`src/rtl/pll_seq_pkg.sv`:
```
package pll_seq_pkg;
  typedef enum logic [2:0] {
    ST_IDLE,
    ST_RST,
    ST_BYP,
    ST_LOAD,
    ST_SETTLE,
    ST_PREL,
    ST_LOCK
  } seq_state_e;
endpackage

```
`src/rtl/pll_seq_timer.sv`:
```
module pll_seq_timer #(
  parameter int CNT_W       = 14,
  parameter int SETTLE_US   = 3,
  parameter int LOCK_TMO_US = 10000
) (
  input  logic clk_i,
  input  logic rst_ni,
  input  logic tick_i,
  input  logic clr_i,
  input  logic en_i,
  output logic settle_ok_o,
  output logic tmo_hit_o
);
  localparam logic [CNT_W-1:0] CNT_MAX = '1;

  logic [CNT_W-1:0] cnt_q;

  always_ff @(posedge clk_i or negedge rst_ni) begin
    if (!rst_ni)                                cnt_q <= '0;
    else if (clr_i)                             cnt_q <= '0;
    else if (en_i && tick_i && cnt_q != CNT_MAX) cnt_q <= cnt_q + 1'b1;
  end

  assign settle_ok_o = cnt_q > CNT_W'(SETTLE_US);
  assign tmo_hit_o   = cnt_q >= CNT_W'(LOCK_TMO_US);
endmodule

```
`src/rtl/pll_seq_divreg.sv`:
```
module pll_seq_divreg #(
  parameter int M_W = 10,
  parameter int P_W = 6,
  parameter int S_W = 3,
  parameter int K_W = 16
) (
  input  logic           clk_i,
  input  logic           rst_ni,
  input  logic [M_W-1:0] m_i,
  input  logic [P_W-1:0] p_i,
  input  logic [S_W-1:0] s_i,
  input  logic [K_W-1:0] k_i,
  input  logic           cap_i,
  input  logic           ld_full_i,
  input  logic           ld_fast_i,
  output logic [M_W-1:0] m_o,
  output logic [P_W-1:0] p_o,
  output logic [S_W-1:0] s_o,
  output logic [K_W-1:0] k_o,
  output logic           mp_match_o
);
  logic [M_W-1:0] pm_q;
  logic [P_W-1:0] pp_q;
  logic [S_W-1:0] ps_q;
  logic [K_W-1:0] pk_q;

  // pending set, held while the PLL is taken down
  always_ff @(posedge clk_i or negedge rst_ni) begin
    if (!rst_ni) begin
      pm_q <= '0; pp_q <= '0; ps_q <= '0; pk_q <= '0;
    end else if (cap_i) begin
      pm_q <= m_i; pp_q <= p_i; ps_q <= s_i; pk_q <= k_i;
    end
  end

  always_ff @(posedge clk_i or negedge rst_ni) begin
    if (!rst_ni) begin
      m_o <= '0; p_o <= '0; s_o <= '0; k_o <= '0;
    end else if (ld_full_i) begin
      m_o <= pm_q; p_o <= pp_q; s_o <= ps_q; k_o <= pk_q;
    end else if (ld_fast_i) begin
      s_o <= s_i; k_o <= k_i;
    end
  end

  assign mp_match_o = (m_i == m_o) && (p_i == p_o);
endmodule

```
`src/rtl/pll_seq_ctrl.sv`:
```
module pll_seq_ctrl
  import pll_seq_pkg::*;
#(
  parameter bit LOCK_SEL_EN = 1'b1
) (
  input  logic clk_i,
  input  logic rst_ni,
  input  logic req_i,
  input  logic prep_i,
  input  logic unprep_i,
  input  logic lock_i,
  input  logic mp_match_i,
  input  logic settle_ok_i,
  input  logic tmo_hit_i,
  output logic rstn_o,
  output logic bypass_o,
  output logic lock_sel_o,
  output logic busy_o,
  output logic done_o,
  output logic timeout_o,
  output logic cap_o,
  output logic ld_full_o,
  output logic ld_fast_o,
  output logic tmr_clr_o,
  output logic tmr_en_o
);
  seq_state_e state_q;
  logic       idle, take_req;

  assign idle      = state_q == ST_IDLE;
  assign take_req  = idle && req_i && !unprep_i && !prep_i;
  assign ld_fast_o = take_req && mp_match_i;
  assign cap_o     = take_req && !mp_match_i;
  assign ld_full_o = state_q == ST_LOAD;
  assign tmr_clr_o = ld_full_o || state_q == ST_PREL || (state_q == ST_SETTLE && settle_ok_i);
  assign tmr_en_o  = state_q == ST_SETTLE || state_q == ST_LOCK;
  assign busy_o    = !idle;

  always_ff @(posedge clk_i or negedge rst_ni) begin
    if (!rst_ni) begin
      state_q    <= ST_IDLE;
      rstn_o     <= 1'b0;
      bypass_o   <= 1'b0;
      lock_sel_o <= 1'b0;
      done_o     <= 1'b0;
      timeout_o  <= 1'b0;
    end else begin
      done_o    <= 1'b0;
      timeout_o <= 1'b0;
      unique case (state_q)
        ST_IDLE: begin
          if (unprep_i) begin
            rstn_o <= 1'b0;
            done_o <= 1'b1;
          end else if (prep_i) begin
            if (rstn_o) done_o <= 1'b1;
            else begin
              bypass_o <= 1'b1;
              state_q  <= ST_PREL;
            end
          end else if (req_i) begin
            if (mp_match_i) done_o <= 1'b1;
            else begin
              if (LOCK_SEL_EN) lock_sel_o <= 1'b1;
              state_q <= ST_RST;
            end
          end
        end
        ST_RST: begin
          rstn_o  <= 1'b0;
          state_q <= ST_BYP;
        end
        ST_BYP: begin
          bypass_o <= 1'b1;
          state_q  <= ST_LOAD;
        end
        ST_LOAD: state_q <= ST_SETTLE;
        ST_SETTLE: begin
          if (settle_ok_i) begin
            rstn_o  <= 1'b1;
            state_q <= ST_LOCK;
          end
        end
        ST_PREL: begin
          rstn_o  <= 1'b1;
          state_q <= ST_LOCK;
        end
        ST_LOCK: begin
          if (lock_i) begin
            bypass_o <= 1'b0;
            done_o   <= 1'b1;
            state_q  <= ST_IDLE;
          end else if (tmo_hit_i) begin
            timeout_o <= 1'b1;
            state_q   <= ST_IDLE;
          end
        end
        default: state_q <= ST_IDLE;
      endcase
    end
  end
endmodule

```
`src/rtl/pll_reprog_seq.sv`:
```
module pll_reprog_seq #(
  parameter int M_W         = 10,
  parameter int P_W         = 6,
  parameter int S_W         = 3,
  parameter int K_W         = 16,
  parameter int SETTLE_US   = 3,
  parameter int LOCK_TMO_US = 10000,
  parameter bit LOCK_SEL_EN = 1'b1
) (
  input  logic           clk_i,
  input  logic           rst_ni,
  input  logic           us_tick_i,
  input  logic           req_i,
  input  logic [M_W-1:0] m_i,
  input  logic [P_W-1:0] p_i,
  input  logic [S_W-1:0] s_i,
  input  logic [K_W-1:0] k_i,
  input  logic           prep_i,
  input  logic           unprep_i,
  input  logic           lock_i,
  output logic           pll_rstn_o,
  output logic           bypass_o,
  output logic           lock_sel_o,
  output logic [M_W-1:0] m_o,
  output logic [P_W-1:0] p_o,
  output logic [S_W-1:0] s_o,
  output logic [K_W-1:0] k_o,
  output logic           busy_o,
  output logic           done_o,
  output logic           timeout_o,
  output logic           prepared_o
);
  localparam int CNT_W = $clog2(LOCK_TMO_US + SETTLE_US + 2);

  logic mp_match, settle_ok, tmo_hit;
  logic cap, ld_full, ld_fast, tmr_clr, tmr_en;

  pll_seq_ctrl #(.LOCK_SEL_EN(LOCK_SEL_EN)) u_ctrl (
    .clk_i, .rst_ni, .req_i, .prep_i, .unprep_i, .lock_i,
    .mp_match_i (mp_match),
    .settle_ok_i(settle_ok),
    .tmo_hit_i  (tmo_hit),
    .rstn_o     (pll_rstn_o),
    .bypass_o, .lock_sel_o, .busy_o, .done_o, .timeout_o,
    .cap_o      (cap),
    .ld_full_o  (ld_full),
    .ld_fast_o  (ld_fast),
    .tmr_clr_o  (tmr_clr),
    .tmr_en_o   (tmr_en)
  );

  pll_seq_divreg #(.M_W(M_W), .P_W(P_W), .S_W(S_W), .K_W(K_W)) u_div (
    .clk_i, .rst_ni, .m_i, .p_i, .s_i, .k_i,
    .cap_i     (cap),
    .ld_full_i (ld_full),
    .ld_fast_i (ld_fast),
    .m_o, .p_o, .s_o, .k_o,
    .mp_match_o(mp_match)
  );

  pll_seq_timer #(.CNT_W(CNT_W), .SETTLE_US(SETTLE_US), .LOCK_TMO_US(LOCK_TMO_US)) u_tmr (
    .clk_i, .rst_ni,
    .tick_i     (us_tick_i),
    .clr_i      (tmr_clr),
    .en_i       (tmr_en),
    .settle_ok_o(settle_ok),
    .tmo_hit_o  (tmo_hit)
  );

  assign prepared_o = pll_rstn_o;
endmodule

```
`config.mk`:
```
export PLATFORM = sky130hd
export DESIGN_NAME = pll_reprog_seq
export DESIGN_NICKNAME = d
export VERILOG_FILES = /design/src/rtl/pll_seq_pkg.sv /design/src/rtl/pll_seq_timer.sv /design/src/rtl/pll_seq_divreg.sv /design/src/rtl/pll_seq_ctrl.sv /design/src/rtl/pll_reprog_seq.sv
export SDC_FILE = /design/constraint.sdc
export NUM_CORES = 1
export LEC_CHECK = 0
export BUFFER_PORTS_ARGS = -buffer_cell sky130_fd_sc_hd__buf_2
export CORE_MARGIN = 2
export CORE_UTILIZATION = 37
export DETAILED_ROUTE_END_ITERATION = 8
export SLEW_MARGIN = 20
export SYNTH_ARGS = -nofsm -noshare
export SYNTH_HDL_FRONTEND = slang
export SYNTH_SLANG_ARGS = --single-unit
```
`constraint.sdc`:
```
create_clock -name clk_i -period 3.8 [get_ports clk_i]
set_clock_uncertainty 0.05 [all_clocks]
set_input_delay 0.38 -clock clk_i [delete_from_list [all_inputs] [get_ports clk_i]]
set_output_delay 0.38 -clock clk_i [all_outputs]
set_load 0.01 [all_outputs]
```
After elaboration in Yosys (flattened, before gate mapping)
Index checks and enable logic that the tools add are counted.
- bits in registers: 92
- bits of input ports: 42
- output and inout port bits: 42
- word-level logic and storage cells: 98
- magnitude comparators: 2
- equal/unequal tests: 19
- muxes and demuxes: 33
- reduce and logical (&&, ||, !) cells: 25
- add/subtract/negate cells: 1
- bitwise gates (word level): 3
- operators by type and width (kind ; count):
    $mux 16 ; 2
    $mux 3 ; 10
    $mux 14 ; 2
    $pmux 3 s7 ; 1
    $mux 1 ; 15
    $add 14x1->14 const B ; 1
    $ge 14x14->1 const B ; 1
    $gt 14x2->1 const B ; 1
    $ne 14x14->1 const B ; 1
    $ne 3x3->1 const B ; 4
    $eq 10x10->1 ; 1
    $ne 2x2->1 const B ; 5
    $reduce_and 5->1 ; 2
    $eq 3x3->1 const B ; 3
    $logic_and 1x1->1 ; 9
    $eq 3x2->1 const B ; 2
    $eq 6x6->1 ; 1
    $reduce_and 6->1 ; 1
    $logic_not 1->1 ; 4
    $pmux 1 s4 ; 1
    $reduce_bool 2->1 ; 2
    $reduce_bool 4->1 ; 1
    $eq 3x1->1 const B ; 1
    $logic_not 3->1 ; 1
    other kinds (7) ; 11

Depth between registers and ports, before layout
- depth in word-level cells: 7
- gate-level depth with buffers: 7
- mapped depth without buffers: 6

Hierarchy
From an unflattened synthesis, not the netlist that was laid out.
- cells, all modules: 356
- area total of the unflattened synthesis: 4443.0 µm²
- by module, submodules not included (module ; instances ; cells an instance ; sequential area each (µm²) ; area each (µm²)):
    pll_seq_divreg ; 1 ; 211 ; 1751.7 ; 3139.3
    pll_seq_timer ; 1 ; 93 ; 350.3 ; 844.6
    pll_seq_ctrl ; 1 ; 51 ; 200.2 ; 451.7
    pll_reprog_seq ; 1 ; 1 ; 0.0 ; 7.5

Least setup slack after synthesis
Ideal clock, no wire load.
- kind: register -> register
- start point: register u_div.p_o[2]
- end point: register u_div.pk_q[0]
- required time: 3625 ps
- setup slack: 1838 ps
- path buffers: 2
- clock period less this slack: 1962 ps
- cell stages (with the launch flop): 8
- data arrival time: 1787 ps
- library setup time: 125 ps
- cell sequence: dfrtp_1 xor2_1 nor4_1 nand4_1 nor2b_1 buf_6 buf_6 mux2_4
- longest elaborated chain between the ends: 4
- ends and longest elaborated chain (element ; RTL line ; text):
    start, declared ; pll_seq_divreg.sv:17 ; output logic [P_W-1:0] p_o,
    start signal, assigned ; pll_seq_divreg.sv:40 ; m_o <= pm_q; p_o <= pp_q; s_o <= ps_q; k_o <= pk_q;
    $eq 6x6->1 ; pll_seq_divreg.sv:46 ; assign mp_match_o = (m_i == m_o) && (p_i == p_o);
    $logic_and 1x1->1 ; pll_seq_divreg.sv:46 ;
    $logic_not 1->1 ; pll_seq_ctrl.sv:33 ; assign cap_o = take_req && !mp_match_i;
    $logic_and 1x1->1 ; pll_seq_ctrl.sv:33 ;
    end signal, assigned ; pll_seq_divreg.sv:32 ; pm_q <= m_i; pp_q <= p_i; ps_q <= s_i; pk_q <= k_i;
    end, declared ; pll_seq_divreg.sv:25 ; logic [K_W-1:0] pk_q;
Every way passes these cells.
A chain may end at the register's enable or synchronous reset.

Worst setup path after layout
- start point: register u_div.m_o[5]
- end point: register u_div.k_o[12]
- longest elaborated chain between the ends: 4
- ends and longest elaborated chain (element ; RTL line ; text):
    start, declared ; pll_seq_divreg.sv:16 ; output logic [M_W-1:0] m_o,
    start signal, assigned ; pll_seq_divreg.sv:40 ;
    $eq 10x10->1 ; pll_seq_divreg.sv:46 ;
    $logic_and 1x1->1 ; pll_seq_divreg.sv:46 ;
    $logic_and 1x1->1 ; pll_seq_ctrl.sv:32 ; assign ld_fast_o = take_req && mp_match_i;
    $reduce_bool 2->1 (no line) ; -- ;
    end signal, assigned ; pll_seq_divreg.sv:40 ;
    end signal, assigned ; pll_seq_divreg.sv:42 ; s_o <= s_i; k_o <= k_i;
    end, declared ; pll_seq_divreg.sv:19 ; output logic [K_W-1:0] k_o,
Every way passes these cells.

==> impl_results.md <==
* Rows at 39
* Critical-path cell list: xor2_1, nor4_1, nand4_1, nor2_2, a221o_1
* Initial antenna violation count at 0
* Fin nets at 462
* Mapped Avg Cell Area at between 10 and 15 um2
* Crit path buffers/inverters at 0
* Leakage at between 2 and 3 nW
* Post-DP HPWL at slightly above 6 mm
* Syn Nets at approximately 380
* CP required at around 4.0 ns
* Setup TNS at 0 ns
* Power Dens Cells at ~730 nW/um2
* GRT overflow at 0
* Chip width at 111.5 um
* Number of synthesized register bits at a little over 90
* XOR/XNOR Fraction of Synth Area at a little under 6%
* Worst hold slack at around 0.095 ns
* Synthesis Warnings at 0
* Largest family of logic cells by synthesized area: multiplexers
* Max Root-Sink Buffers at 2
* Slew Viols, Final at 0
* Antenna-violating nets left at 0
* Maximum VDD drop at roughly 0.00042 V
* Vias in the first global route at around 3100
* Crit-path slowest cell: nor2_2
* I/O Pins at 84
* Final Wtd Congestion at between 0.8 and 0.9
* Diode count at 0
* PortBufs at 83
* Post-synth ARST share at 100.0%
* Area share of and/or/nand/nor cells after synthesis at 13.17%
* Worst Tran Pin Value at roughly 0.88 ns
* CP Capture Type: register
* Critical Path Start Type: register
* Die H at 111.5 um
* Tot GR Track Use at 15.38%
* Core Region at roughly 11000 um2
* Synth Instances at ~340
* Final WL at approximately 9.1 mm
* CP arrival at approximately 2.8 ns
* Layout area overhead at 18.99%
* Hold buffers post-CTS at 0
* Seq/Total Area, Yosys at roughly 54%
* Synthesized cell area at roughly 4300 um2
* Final setup violation count at 0
* Vias/cell at 5.088
* DRT Pass-1 Iters at 4
* DRC at 0
* Synth Area in Adders at less than 1%
* Max Fanout on Critical Path at 19
* Clock Pin Slew Worst Setup and Hold Paths at roughly 0.06 ns
* Total power at about 3.7 mW
* Unrepaired setup endpoints after global routing: no
* Worst slew margin at roughly 41%
* Top FF cell, synth: dfrtp_1
* Status: finished, final reports clean
* CP peak stage delay at just under 0.8 ns
* Complex-gate fraction of the synthesized area at under 10%
* # clock sinks at 92
* Pin count of the biggest net entering global routing at 70
* Htree depth at 3
* Max cap viols at 0
* Initial Utilization at a little under two fifths
* Hold Violations, Final at 0
* Post_cts resized at 0
* Clock insertion delay at the later pin of the skew report at 0.34 ns
* Die ar. at between 10000 and 15000 um2
* Total setup buffers inserted after CTS at 0
* Root buffer cell: clkbuf_16
* CTS Buf Count at 9
* Distinct cells, synth at 39
* CP Class: reg -> reg
* EDFF count, synth at 0
* Fmax at slightly below 400 MHz
* Layout Utilization at between 40% and 50%
* Mux cell area share after synthesis at between 10% and 20%
* Via count at between 2000 and 3000
* Share of cells above drive strength 1 at about 37%
* CTS tree: done
* DR iter-0 viols at around 270
* Period Utilization, post-route at slightly below 70%
* CP delay by family, top: simple AND/OR/NAND/NOR gates
* Minimum clock period at roughly 2.6 ns
* Min-Delay Path Class: in -> async
* Routed len/inst at between 15 and 20 um
* First-pass GRT wire length at 15.15 mm
-- worst reg2reg max path, stage by stage (launching register included) --
cell     delay, ns
dfrtp_1       0.39
xor2_1        0.17
nor4_1        0.46
nand4_1       0.37
nor2_2        0.77
a221o_1       0.28
-- synth_stat cells, types with 5 or more instances --
library cell / instances / share of area [%]
dfrtp_1: 92 / 54
nor2_1: 24 / 2.1
o21ai_0: 6 / 0.70
and3_1: 20 / 2.9
nand4_1: 6 / 0.88
xor2_1: 20 / 4.1
buf_6: 6 / 1.6
nor4_1: 12 / 1.8
inv_1: 5 / 0.44
a221o_1: 19 / 4.4
nand2_1: 11 / 0.97
xnor2_1: 9 / 1.8
mux2_2: 22 / 5.8
clkbuf_1: 11 / 0.97
mux2_4: 29 / 10
nand3_1: 7 / 0.82
-- placed cells by master, fill, tap and decap left out, types with 7 or more instances in the layout --
cell type / netlist / layout
a221o_1: 19 / 19
and3_1: 20 / 20
buf_2: 2 / 82
clkbuf_16: 0 / 9
dfrtp_1: 92 / 92
mux2_2: 22 / 22
mux2_4: 29 / 29
nand2_1: 11 / 11
nand3_1: 7 / 7
nor2_1: 24 / 24
nor4_1: 12 / 12
xnor2_1: 9 / 9
xor2_1: 20 / 20
-- report_power, final --
part / total (mW) / internal [mW] / leakage [nW] / switching, mW
logic: 1.17 / 0.651 / 1.18 / 0.519
registers: 1.65 / 1.38 / 1.18 / 0.276
clock network: 0.890 / 0.529 / 0.140 / 0.361
total: 3.71 / 2.56 / 2.50 / 1.16
-- through the flow --
stage / instances / cell area (um2) / setup WS (ns)
after floorplan: 339 / 4275 / 1.838
after global placement: 550 / 4791 / 1.126
after detailed placement: 550 / 4791 / 1.048
after CTS: 566 / 5087 / 1.113
after global routing: 566 / 5087 / 0.9801
final: 566 / 5087 / 1.238
-- sequential cells by signal, summed over array words and instances, names as in the netlist, 3 cells and up --
| signal | flops |
|---|---|
| u_div.p_o | 6 |
| u_div.pk_q | 16 |
| u_div.pp_q | 6 |
| u_div.k_o | 16 |
| u_div.pm_q | 10 |
| u_tmr.cnt_q | 14 |
| u_ctrl.state_q | 3 |
| u_div.ps_q | 3 |
| u_div.m_o | 10 |
| u_div.s_o | 3 |
-- final timing paths --
| check | startpoint | to | slack [ns] | depth (start not counted) |
|---|---|---|---|---|
| setup / recovery | u_div.m_o[5] | u_div.k_o[12] | 1.24 | 5 |
| hold / removal | rst_ni | u_div.k_o[10] | 0.09 | 1 |
| setup reg to reg | u_div.m_o[5] | u_div.k_o[12] | 1.24 | 5 |
| hold reg to reg | u_ctrl.lock_sel_o | u_ctrl.lock_sel_o | 0.42 | 1 |
| max in group asynchronous | rst_ni | u_tmr.cnt_q[9] | 2.75 | 2 |
| min in group clk_i | lock_i | u_ctrl.timeout_o | 0.20 | 2 |
-- routing by layer --
| layer | routed length [um] | global-route usage (%) |
|---|---|---|
| met5 | 0 | 0 |
| met4 | 187 | 7.243 |
| met3 | 572 | 4.300 |
| met2 | 4229 | 23.50 |
| met1 | 4086 | 20.36 |
-- cell type report --
class	instances	area, um2
Timing Repair Buffer	88	455.4
Tap cell	143	178.9
Fill cell	1093	6282
Inverter	5	18.77
Sequential cell	92	2302
Clock inverter	3	46.29
Clock buffer	13	250.2
Multi-Input combinational cell	222	1836
-- cells by family (layout without fill, tap and decap cells) --
| group | Yosys count | after routing |
|---|---|---|
| adders and majority gates | 2 | 2 |
| and+or+nand+nor | 103 | 103 |
| muxes | 51 | 51 |
| AOI/OAI and AO/OA | 37 | 37 |
| xor gates and xnor gates | 29 | 29 |
| DFF | 92 | 92 |
| buffers and inverters | 25 | 109 |
(Power assumes the default switching activity.)
